$ cat src/rtl/tmr_pkg.sv
package tmr_pkg;
  localparam int NUM_TMR    = 2;
  localparam int TMR_BASE   = 'h40;
  localparam int TMR_STRIDE = 'h10;
  localparam int OFS_CNT    = 'h0;
  localparam int OFS_REL    = 'h4;
  localparam int OFS_CTL    = 'h8;
  localparam int PRE_CNT    = 'h60;
  localparam int PRE_REL    = 'h64;
  localparam int CTL_EN     = 0;
  localparam int CTL_RL     = 1;
  localparam int CTL_LD     = 2;

  // control -> datapath, one per timer
  typedef struct packed {
    logic cntWr;       // bus writes the counter directly
    logic ldReq;       // control write with load bit set
    logic step;        // prescaler tick reaching an enabled timer
    logic autoReload;  // reload at underflow instead of stopping
  } tmrStrobe_t;
endpackage

$ cat src/rtl/tmr_ctrl.sv
module tmr_ctrl
  import tmr_pkg::*;
#(
  parameter int DATA_W = 32,
  parameter int ADDR_W = 8
) (
  input  logic                             clk,
  input  logic                             rstN,
  input  logic                             busWe,
  input  logic [ADDR_W-1:0]                busAddr,
  input  logic [DATA_W-1:0]                busWdata,
  input  logic [NUM_TMR-1:0][DATA_W-1:0]   cntVal,
  input  logic [NUM_TMR-1:0]               stopHit,
  output tmrStrobe_t [NUM_TMR-1:0]         strb,
  output logic [NUM_TMR-1:0][DATA_W-1:0]   relVal,
  output logic [DATA_W-1:0]                busRdata
);
  localparam logic [ADDR_W-1:0] PRE_CNT_A = ADDR_W'(PRE_CNT);
  localparam logic [ADDR_W-1:0] PRE_REL_A = ADDR_W'(PRE_REL);

  function automatic logic [ADDR_W-1:0] regAddr(input int t, input int ofs);
    return ADDR_W'(TMR_BASE + TMR_STRIDE * t + ofs);
  endfunction

  logic [DATA_W-1:0]  preCnt, preRel;
  logic [NUM_TMR-1:0] enQ, rlQ;
  logic               run, tick, preWr;

  assign preWr = busWe && (busAddr == PRE_CNT_A);
  assign run   = |enQ;
  assign tick  = run && (preCnt == '0) && !preWr;

  always_ff @(posedge clk or negedge rstN) begin
    if (!rstN) begin
      preCnt <= '0;
      preRel <= '0;
    end else begin
      if (preWr)                            preCnt <= busWdata;
      else if (run && preCnt == '0)         preCnt <= preRel;
      else if (run)                         preCnt <= preCnt - 1'b1;
      if (busWe && busAddr == PRE_REL_A)    preRel <= busWdata;
    end
  end

  for (genvar i = 0; i < NUM_TMR; i++) begin : g_tmr
    logic selCnt, selRel, selCtl;
    assign selCnt = busWe && (busAddr == regAddr(i, OFS_CNT));
    assign selRel = busWe && (busAddr == regAddr(i, OFS_REL));
    assign selCtl = busWe && (busAddr == regAddr(i, OFS_CTL));

    always_ff @(posedge clk or negedge rstN) begin
      if (!rstN) begin
        enQ[i]    <= 1'b0;
        rlQ[i]    <= 1'b0;
        relVal[i] <= '0;
      end else begin
        if (selCtl) begin
          enQ[i] <= busWdata[CTL_EN];
          rlQ[i] <= busWdata[CTL_RL];
        end else if (stopHit[i]) begin
          enQ[i] <= 1'b0;
        end
        if (selRel) relVal[i] <= busWdata;
      end
    end

    assign strb[i].cntWr      = selCnt;
    assign strb[i].ldReq      = selCtl && busWdata[CTL_LD];
    assign strb[i].step       = tick && enQ[i];
    assign strb[i].autoReload = rlQ[i];

    // an underflow in stop mode turns the timer off
    a_r8_stop_disables: assert property (@(posedge clk) disable iff (!rstN)
      (stopHit[i] && !selCtl) |=> !enQ[i]);
  end

  always_comb begin
    busRdata = '0;
    if (busAddr == PRE_CNT_A) busRdata = preCnt;
    if (busAddr == PRE_REL_A) busRdata = preRel;
    for (int t = 0; t < NUM_TMR; t++) begin
      if (busAddr == regAddr(t, OFS_CNT)) busRdata = cntVal[t];
      if (busAddr == regAddr(t, OFS_REL)) busRdata = relVal[t];
      if (busAddr == regAddr(t, OFS_CTL)) busRdata = DATA_W'({rlQ[t], enQ[t]});
    end
  end

  // the prescaler holds while every timer is off
  a_r4_prescaler_hold: assert property (@(posedge clk) disable iff (!rstN)
    (!run && !preWr) |=> $stable(preCnt));
  // a tick is followed by the reload value in the prescaler
  a_r4_tick_reloads: assert property (@(posedge clk) disable iff (!rstN)
    tick |=> (preCnt == $past(preRel)));
endmodule

$ cat src/rtl/tmr_datapath.sv
module tmr_datapath
  import tmr_pkg::*;
#(
  parameter int DATA_W = 32
) (
  input  logic                             clk,
  input  logic                             rstN,
  input  tmrStrobe_t [NUM_TMR-1:0]         strb,
  input  logic [DATA_W-1:0]                busWdata,
  input  logic [NUM_TMR-1:0][DATA_W-1:0]   relVal,
  output logic [NUM_TMR-1:0][DATA_W-1:0]   cntVal,
  output logic [NUM_TMR-1:0]               stopHit,
  output logic [NUM_TMR-1:0]               irqOut
);
  for (genvar i = 0; i < NUM_TMR; i++) begin : g_cnt
    logic busOwns, atZero, underflow;
    assign busOwns   = strb[i].cntWr || strb[i].ldReq;
    assign atZero    = (cntVal[i] == '0);
    assign underflow = strb[i].step && atZero && !busOwns;
    assign stopHit[i] = underflow && !strb[i].autoReload;

    always_ff @(posedge clk or negedge rstN) begin
      if (!rstN) begin
        cntVal[i] <= '0;
        irqOut[i] <= 1'b0;
      end else begin
        irqOut[i] <= underflow;
        if (strb[i].cntWr)                   cntVal[i] <= busWdata;
        else if (strb[i].ldReq)              cntVal[i] <= relVal[i];
        else if (underflow)                  cntVal[i] <= strb[i].autoReload ? relVal[i] : '0;
        else if (strb[i].step)               cntVal[i] <= cntVal[i] - 1'b1;
      end
    end

    // a pulse only follows a tick that met a zero count
    a_r6_irq_cause: assert property (@(posedge clk) disable iff (!rstN)
      irqOut[i] |-> $past(strb[i].step && cntVal[i] == '0));
    // with no tick and no bus access the count holds
    a_r5_hold_idle: assert property (@(posedge clk) disable iff (!rstN)
      (!strb[i].step && !strb[i].cntWr && !strb[i].ldReq) |=> $stable(cntVal[i]));
    // a load request wins over a tick
    a_r10_load_wins: assert property (@(posedge clk) disable iff (!rstN)
      (strb[i].ldReq && !strb[i].cntWr) |=> (cntVal[i] == $past(relVal[i])));
    // stop mode leaves the counter at zero
    a_r8_stop_at_zero: assert property (@(posedge clk) disable iff (!rstN)
      stopHit[i] |=> (cntVal[i] == '0));
  end
endmodule

$ cat src/rtl/dual_down_timer.sv
module dual_down_timer
  import tmr_pkg::*;
#(
  parameter int DATA_W = 32,
  parameter int ADDR_W = 8
) (
  input  logic              clk,
  input  logic              rstN,
  input  logic              busWe,
  input  logic [ADDR_W-1:0] busAddr,
  input  logic [DATA_W-1:0] busWdata,
  output logic [DATA_W-1:0] busRdata,
  output logic [1:0]        irqOut
);
  tmrStrobe_t [NUM_TMR-1:0]       strb;
  logic [NUM_TMR-1:0][DATA_W-1:0] cntVal, relVal;
  logic [NUM_TMR-1:0]             stopHit;

  tmr_ctrl #(.DATA_W(DATA_W), .ADDR_W(ADDR_W)) u_ctrl (
    .clk(clk), .rstN(rstN), .busWe(busWe), .busAddr(busAddr),
    .busWdata(busWdata), .cntVal(cntVal), .stopHit(stopHit),
    .strb(strb), .relVal(relVal), .busRdata(busRdata)
  );

  tmr_datapath #(.DATA_W(DATA_W)) u_dp (
    .clk(clk), .rstN(rstN), .strb(strb), .busWdata(busWdata),
    .relVal(relVal), .cntVal(cntVal), .stopHit(stopHit), .irqOut(irqOut)
  );
endmodule

$ cat config.mk
export PLATFORM = sky130hd
export DESIGN_NAME = dual_down_timer
export DESIGN_NICKNAME = d
export VERILOG_FILES = /design/src/rtl/tmr_pkg.sv /design/src/rtl/tmr_ctrl.sv /design/src/rtl/tmr_datapath.sv /design/src/rtl/dual_down_timer.sv
export SDC_FILE = /design/constraint.sdc
export NUM_CORES = 1
export LEC_CHECK = 0
export BUFFER_PORTS_ARGS = -buffer_cell sky130_fd_sc_hd__buf_2
export CORE_MARGIN = 10
export CORE_UTILIZATION = 45
export DETAILED_ROUTE_END_ITERATION = 8
export HOLD_SLACK_MARGIN = 0.1
export SYNTH_ARGS = -nofsm -noshare
export SYNTH_HDL_FRONTEND = slang
export SYNTH_HIERARCHICAL = 1
export SYNTH_SLANG_ARGS = --single-unit
$ cat constraint.sdc
create_clock -name clk -period 8.8 [get_ports clk]
set_input_delay 0.44 -clock clk [delete_from_list [all_inputs] [get_ports clk]]
set_output_delay 0.44 -clock clk [all_outputs]
set_load 0.005 [all_outputs]
==> results of run 1 <==
[worst min-delay path: cells and delay by family]
family | cells | cell delay [ns]
buffers and inverters | 1 | 0.17
AND/OR/NAND/NOR | 1 | 0.07
AO/OA/AOI/OAI | 1 | 0.07
[through the flow]
stage	setup slack [ns]	util, %	hold slack [ns]
6_report	3.31	50.7	0.331
5_1_grt	2.92	50.7	0.338
4_1_cts	3.60	50.7	0.321
3_5_place_dp	3.61	48.5	0.508
3_3_place_gp	4.02	48.5	0.493
2_1_floorplan	4.72	-	0.144
[logic make-up (layout without fill, tap and decap cells)]
| family | after synthesis | count (layout) | synth area share [%] |
|---|---|---|---|
| AND/OR/NAND/NOR | 492 | 492 | 19.6 |
| AO/OA/AOI/OAI | 430 | 430 | 22.1 |
| flip-flops | 198 | 198 | 39.8 |
| multiplexers | 136 | 136 | 12.0 |
| buffers and inverters | 125 | 158 | 4.13 |
| XOR/XNOR | 29 | 29 | 2.04 |
| adder cells (fa/ha/maj) | 3 | 3 | 0.302 |
[metal layers]
layer / vias up / GRT usage, % / share of wire, %
met4: 0 / 13.2 / 4.7
li1: 5372 / - / -
met5: - / 0 / 0
met1: 5982 / 36.2 / 43
met2: 624 / 39.1 / 44
met3: 102 / 4.80 / 8.0
[cell usage in the layout (no fill, tap or decap), types with 5 or more instances in the layout]
| master | Yosys | layout |
|---|---|---|
| dfrtp_1 | 198 | 198 |
| nand2_1 | 155 | 155 |
| o21ai_0 | 122 | 122 |
| mux2_2 | 101 | 101 |
| nor2_1 | 84 | 82 |
| a21oi_1 | 78 | 78 |
| buf_2 | 6 | 75 |
| nor3_1 | 61 | 57 |
| nand3_1 | 54 | 54 |
| o211ai_1 | 41 | 41 |
| o22ai_1 | 39 | 39 |
| mux2i_1 | 35 | 35 |
| a22oi_1 | 30 | 30 |
| nor4_1 | 30 | 28 |
| buf_4 | 4 | 25 |
| inv_1 | 25 | 25 |
| clkbuf_16 | 0 | 17 |
| nand4_1 | 16 | 16 |
| and3_1 | 15 | 15 |
| xnor2_1 | 15 | 15 |
| a31oi_1 | 14 | 14 |
| xor2_1 | 14 | 14 |
| or4_1 | 13 | 13 |
| a221oi_1 | 13 | 13 |
| or3_1 | 12 | 12 |
| nor2b_1 | 9 | 9 |
| or2_2 | 9 | 9 |
| o31ai_1 | 10 | 9 |
| o311ai_0 | 9 | 9 |
| a211oi_1 | 8 | 8 |
| nor3b_1 | 6 | 6 |
| a21o_1 | 6 | 6 |
| a211o_1 | 5 | 5 |
| o31a_1 | 5 | 5 |
[area by class of cell]
class | count | area [sq um] | area share [%]
Timing Repair Buffer | 102 | 587 | 4.27
Inverter | 25 | 93.8 | 0.683
Clock buffer | 20 | 457 | 3.32
Tap cell | 372 | 465 | 3.39
Clock inverter | 11 | 149 | 1.08
Sequential cell | 198 | 4950 | 36.0
Multi-Input combinational cell | 1090 | 7040 | 51.2
[how the worst max path moves through the flow]
stage,startpoint,end,slack (ns),cells after the start
floorplan,u_ctrl/preCnt[26],u_dp/cntVal[14],4.72,14
global placement,u_ctrl/preCnt[26],u_dp/cntVal[16],4.02,10
detailed placement,u_ctrl/preCnt[0],u_dp/cntVal[27],3.61,12
CTS,u_ctrl/preCnt[0],u_dp/cntVal[27],3.60,12
global route,u_ctrl/preCnt[0],u_dp/cntVal[27],2.92,12
finish,u_ctrl/preCnt[0],u_dp/cntVal[27],3.31,12
[registers in the layout, indices dropped and copies added (netlist names)]
register,flops
u_ctrl/enQ,2
u_dp/cntVal,64
u_ctrl/preRel,32
u_ctrl/strb,2
u_dp/irqOut,2
u_ctrl/relVal,64
u_ctrl/preCnt,32
[synth_stat cells, types with 10 or more instances]
| cell | instances |
|---|---|
| nor4_1 | 30 |
| xor2_1 | 14 |
| a22oi_1 | 30 |
| inv_1 | 25 |
| nor3_1 | 61 |
| xnor2_1 | 15 |
| nand3_1 | 54 |
| o21ai_0 | 122 |
| nand4_1 | 16 |
| and3_1 | 15 |
| o211ai_1 | 41 |
| nand2_1 | 155 |
| a221oi_1 | 13 |
| mux2_2 | 101 |
| nor2_1 | 84 |
| o31ai_1 | 10 |
| a31oi_1 | 14 |
| o22ai_1 | 39 |
| or3_1 | 12 |
| dfrtp_1 | 198 |
| mux2i_1 | 35 |
| clkbuf_1 | 78 |
| a21oi_1 | 78 |
| or4_1 | 13 |
[where the power goes]
group | internal, mW | leakage [nW] | switching, mW
clock | 0.462 | 0.288 | 0.371
combinational | 0.138 | 3.09 | 0.210
sequential | 0.978 | 2.59 | 0.101
==> impl_metrics.py, run 1 <==
metrics = {
    "outcome": {
        "status": "completed",
    },
    "min_path": {
        "min_to": "u_ctrl/preRel[24]",
        "worstHoldPathCells": 3,
        "hold_path_class": "in -> reg",
        "hp-start": "busWdata[24]",
    },
    "critical_path": {
        "r2r_end": "u_dp/cntVal[27]",
        "arrival_ns": 5.81,
        "crit_fanout": 8,
        "crit_type": "reg -> reg",
        "crit_family": "simple AND/OR/NAND/NOR gates",
        "crit_path_cell_trace": "inv_1 -> ha_1 -> nor3b_1 -> nand4_1 -> nor3_1 -> and3_1 -> nor4b_1 -> nand4_1 -> o31ai_1 -> nor2_1 -> a221oi_1 -> o21ai_0",
        "timing.rr.start": "u_ctrl/preCnt[0]",
        "end_kind": "flop",
        "r2r_slack_ns": 3.31,
        "worst_ep_required_time_ns": 9.12,
        "cp_num_buf_inv": 1,
        "crit_slowest_cell": "o31ai_1",
        "start_kind": "flop",
        "max_stage_delay_ns": 1.11,
        "critPathMostFrequentCell": "nand4_1",
        "ff2ff_path_depth": 12,
    },
    "cells_and_area": {
        "design_area_sq_mm": 0.0137,
        "final_cells": 1818,
        "n_fill_cell": 2589,
        "drive_gt1_share_pct": 18.3,
        "syn_to_final_growth_pct": 10.5,
        "antennaDiodeCount": 0,
        "fin_nets": 1480,
    },
    "drt": {
        "via_count": 12100,
        "drt_iter0_drc": 1458,
        "vias_per_cell": 6.64,
        "drcViolationCount": 0,
        "antenna_left": 0,
        "wirelength_microns": 47200,
        "wire_per_inst_microns": 26.0,
        "drt_first_pass_iters": 5,
    },
    "place": {
        "gp_congestion": 0.969,
        "portBuffers": 76,
        "place_area_sq_mm": 0.0131,
        "post-place-cells": 1786,
        "dpl.hpwl_microns": 32900,
    },
    "clocking": {
        "clockBufferDepth": 2,
        "worstSkewPairLatency_ns": 0.45,
        "cts_num_sinks": 198,
        "cts-resized-gates": 0,
        "htree_levels": 4,
        "tritoncts": "built",
        "hold_buffers": 1,
        "clk_pin_slew_ns": 0.08,
        "cts_setup_buffers": 0,
        "cts_buffers": 17,
        "root_buffer": "clkbuf_16",
    },
    "sta": {
        "slew_violations": 0,
        "hold_viol": 0,
        "slew_headroom_pct": 6.39,
        "setup_viol": 0,
        "fin_setup_tns_ns": 0,
        "rsz0062_at_grt": "false",
        "tightest_slew_ns": 1.40,
        "period_needed_ns": 5.49,
        "skew_ns": 0.0158,
        "fmax_ghz": 0.182,
        "period_share_pct": 62.4,
    },
    "floorplanning": {
        "coreArea_sq_mm": 0.0271,
        "initial_core_util_pct": 45.9,
        "die_w_microns": 186,
        "ioPinCount": 77,
        "die_h_microns": 186,
        "dieArea_sq_mm": 0.0347,
        "num_rows": 60,
    },
    "logic_synthesis": {
        "synthArstFlopShare_pct": 100,
        "ys_seq_elements": 198,
        "synth_top_area_share_pct": 39.8,
        "synth_edf_count": 0,
        "yosysWarnings": 6,
        "syn-instance-count": 1413,
        "ys_seq_area_share_pct": 39.8,
        "synth-main-ff-cell": "dfrtp_1",
        "syn_area_per_cell_sq_um": 8.81,
        "synth_cell_types": 71,
        "synth_area_leader_cell": "dfrtp_1",
        "yosys-top-cells-area": "dfrtp_1 (40%), mux2_2 (9.1%), o21ai_0 (4.9%), nand2_1 (4.7%), a21oi_1 (3.1%)",
        "synth_nets": 1459,
        "synthesis.area_sq_mm": 0.0124,
    },
    "grt": {
        "grt_remaining_overflow": 0,
        "grt_first_pass_wirelength_microns": 72700,
        "grt_pass1_vias": 11600,
        "antenna_found_initial": 0,
        "grtUsageTotal_pct": 26.4,
        "grt_max_degree": 84,
    },
    "pwr": {
        "p_per_area_mw_per_mm2": 164,
        "vdd_drop_max_mv": 0.141,
        "power_mw": 2.26,
        "p_leak_nw": 5.97,
    },
    "run": {
        "max_cap_viol_count": 0,
    },
}
(Power assumes the default switching activity.)
==> inputs of run 2 (changes only) <==
==> constraint.sdc (replaced) <==
create_clock -name clk -period 4.4 [get_ports clk]
set_input_delay 0.22 -clock clk [delete_from_list [all_inputs] [get_ports clk]]
set_output_delay 0.22 -clock clk [all_outputs]
set_load 0.005 [all_outputs]
==> run 2 against run 1 <==
Effect of this change: sequential cell count did not move; critical endpoint is now u_dp/cntVal[42]; first-iteration DRC count fell by 12%; die area did not move; highest routed layer unchanged; largest power group unchanged.
==> impl_metrics.py, run 2 (same netlist as run 1, synthesis figures left out) <==
metrics = {
    "clocking": {
        "tritoncts": "built",
        "worstSkewPairLatency_ns": 0.45,
        "cts_buffers": 17,
        "root_buffer": "clkbuf_16",
        "clockBufferDepth": 2,
        "cts_num_sinks": 198,
        "clk_pin_slew_ns": 0.08,
        "cts_setup_buffers": 0,
        "htree_levels": 4,
    },
    "sta": {
        "skew_ns": 0.0193,
        "period_needed_ns": 4.13,
        "fin_hold_ws_ns": 0.109,
        "setup_viol": 0,
        "slew_headroom_pct": 26.0,
        "rsz0062_at_grt": "false",
        "fmax_ghz": 0.242,
        "hold_viol": 0,
        "slew_violations": 0,
        "worst_slack_ns": 0.269,
        "tightest_slew_ns": 1.10,
        "fin_setup_tns_ns": 0,
        "period_share_pct": 93.9,
    },
    "grt": {
        "antenna_found_initial": 0,
        "grt_pass1_vias": 11600,
        "grt_remaining_overflow": 0,
        "grt_first_pass_wirelength_microns": 71700,
        "grtUsageTotal_pct": 26.0,
        "grt_max_degree": 82,
    },
    "cells_and_area": {
        "final_cells": 1852,
        "layout_common_cells": "dfrtp_1 (198), nand2_1 (155), o21ai_0 (122), mux2_2 (101), nor2_1 (82)",
        "final_common_cell": "dfrtp_1",
        "multi_input_area_sq_mm": 0.00704,
        "seqCellArea_sq_mm": 0.00495,
        "n_fill_cell": 2635,
        "syn_to_final_growth_pct": 12.3,
        "top_regs": "u_ctrl/relVal: 64 flops, u_dp/cntVal: 64 flops",
        "antennaDiodeCount": 0,
        "drive_gt1_share_pct": 20.2,
        "fin_nets": 1513,
    },
    "pwr": {
        "p_per_area_mw_per_mm2": 318,
        "vdd_drop_max_mv": 0.247,
        "p_leak_nw": 6.11,
        "power_mw": 4.45,
    },
    "run": {
        "max_cap_viol_count": 0,
    },
    "drt": {
        "drt_first_pass_iters": 8,
        "via_count": 12200,
        "vias_per_cell": 6.57,
        "wire_per_inst_microns": 25.2,
        "wirelength_microns": 46600,
        "antenna_left": 0,
        "drt_iter0_drc": 1283,
        "drcViolationCount": 0,
    },
    "floorplanning": {
        "ioPinCount": 77,
        "num_rows": 60,
        "coreArea_sq_mm": 0.0271,
        "dieArea_sq_mm": 0.0347,
        "initial_core_util_pct": 45.9,
        "die_w_microns": 186,
        "die_h_microns": 186,
    },
    "critical_path": {
        "crit_type": "reg -> reg",
        "end_kind": "flop",
        "worst_ep_required_time_ns": 4.72,
        "crit_fanout": 8,
        "arrival_ns": 4.45,
        "start_kind": "flop",
    },
    "place": {
        "place_ws_ns": 0.208,
        "dpl.hpwl_microns": 33000,
        "post-place-cells": 1818,
        "gp_congestion": 0.972,
        "portBuffers": 76,
    },
    "min_path": {
        "hold_path_class": "in -> reg",
    },
    "outcome": {
        "status": "completed",
    },
}
==> run 2: path summary, 6_finish.rpt <==
| path | startpoint | to | slack [ns] | cells after the start |
|---|---|---|---|---|
| worst max-delay path | u_ctrl/preCnt[25] | u_dp/cntVal[42] | 0.27 | 11 |
| worst min-delay path | busWdata[24] | u_ctrl/preRel[24] | 0.11 | 3 |
| worst max register to register | u_ctrl/preCnt[25] | u_dp/cntVal[42] | 0.27 | 11 |
| worst min register to register | u_ctrl/preRel[15] | u_ctrl/preRel[15] | 0.53 | 1 |
| max in group asynchronous | rstN | u_ctrl/relVal[45] | 2.87 | 3 |
| min in group asynchronous | rstN | u_dp/cntVal[37] | 0.36 | 2 |
==> run 2: layout make-up <==
class / count / share of cell area [%]
Multi-Input combinational cell: 1090 / 50.4
Sequential cell: 198 / 35.4
Tap cell: 372 / 3.33
Clock inverter: 11 / 0.850
Clock buffer: 21 / 3.36
Timing Repair Buffer: 135 / 5.99
Inverter: 25 / 0.671
==> run 2: critical path: stages, from the launching register on <==
cell      delay [ns]
dfrtp_1         0.47
or4_1           0.61
or4_4           0.56
nor3_1          0.28
buf_4           0.20
and3_1          0.20
nor2b_1         0.27
nand2_1         0.12
or4_1           0.63
o21ai_0         0.45
nand2_1         0.09
o311ai_0        0.12
==> run 2: power by group <==
part           internal (mW)  switching [mW]  leakage, nW
combinational          0.277           0.412         3.24
sequential              1.96           0.199         2.59
clock                  0.840           0.762        0.277
==> run 2: metrics by stage <==
step                area (sq um)  utilization [%]
floorplan                  12400                -
global placement           13400             49.3
detailed placement         13400             49.3
CTS                        14000             51.5
global route               14000             51.6
finish                     14000             51.6
==> run 2: metal layers <==
metal  global-route usage (%)  vias up  routed length (microns)
met5                        0        -                        0
met4                     11.4        0                     1880
met3                     4.21       99                     3470
met2                     40.0      585                    21100
met1                     35.4     6037                    20200
li1                         -     5446                        -
==> run 2: repair_timing <==
action / 4_1_cts / 5_1_grt
setup endpoints to repair: 0 / 36
gates resized for setup: 0 / 5
hold buffers: 2 / 0
endpoints found under the hold margin: 79 / 0
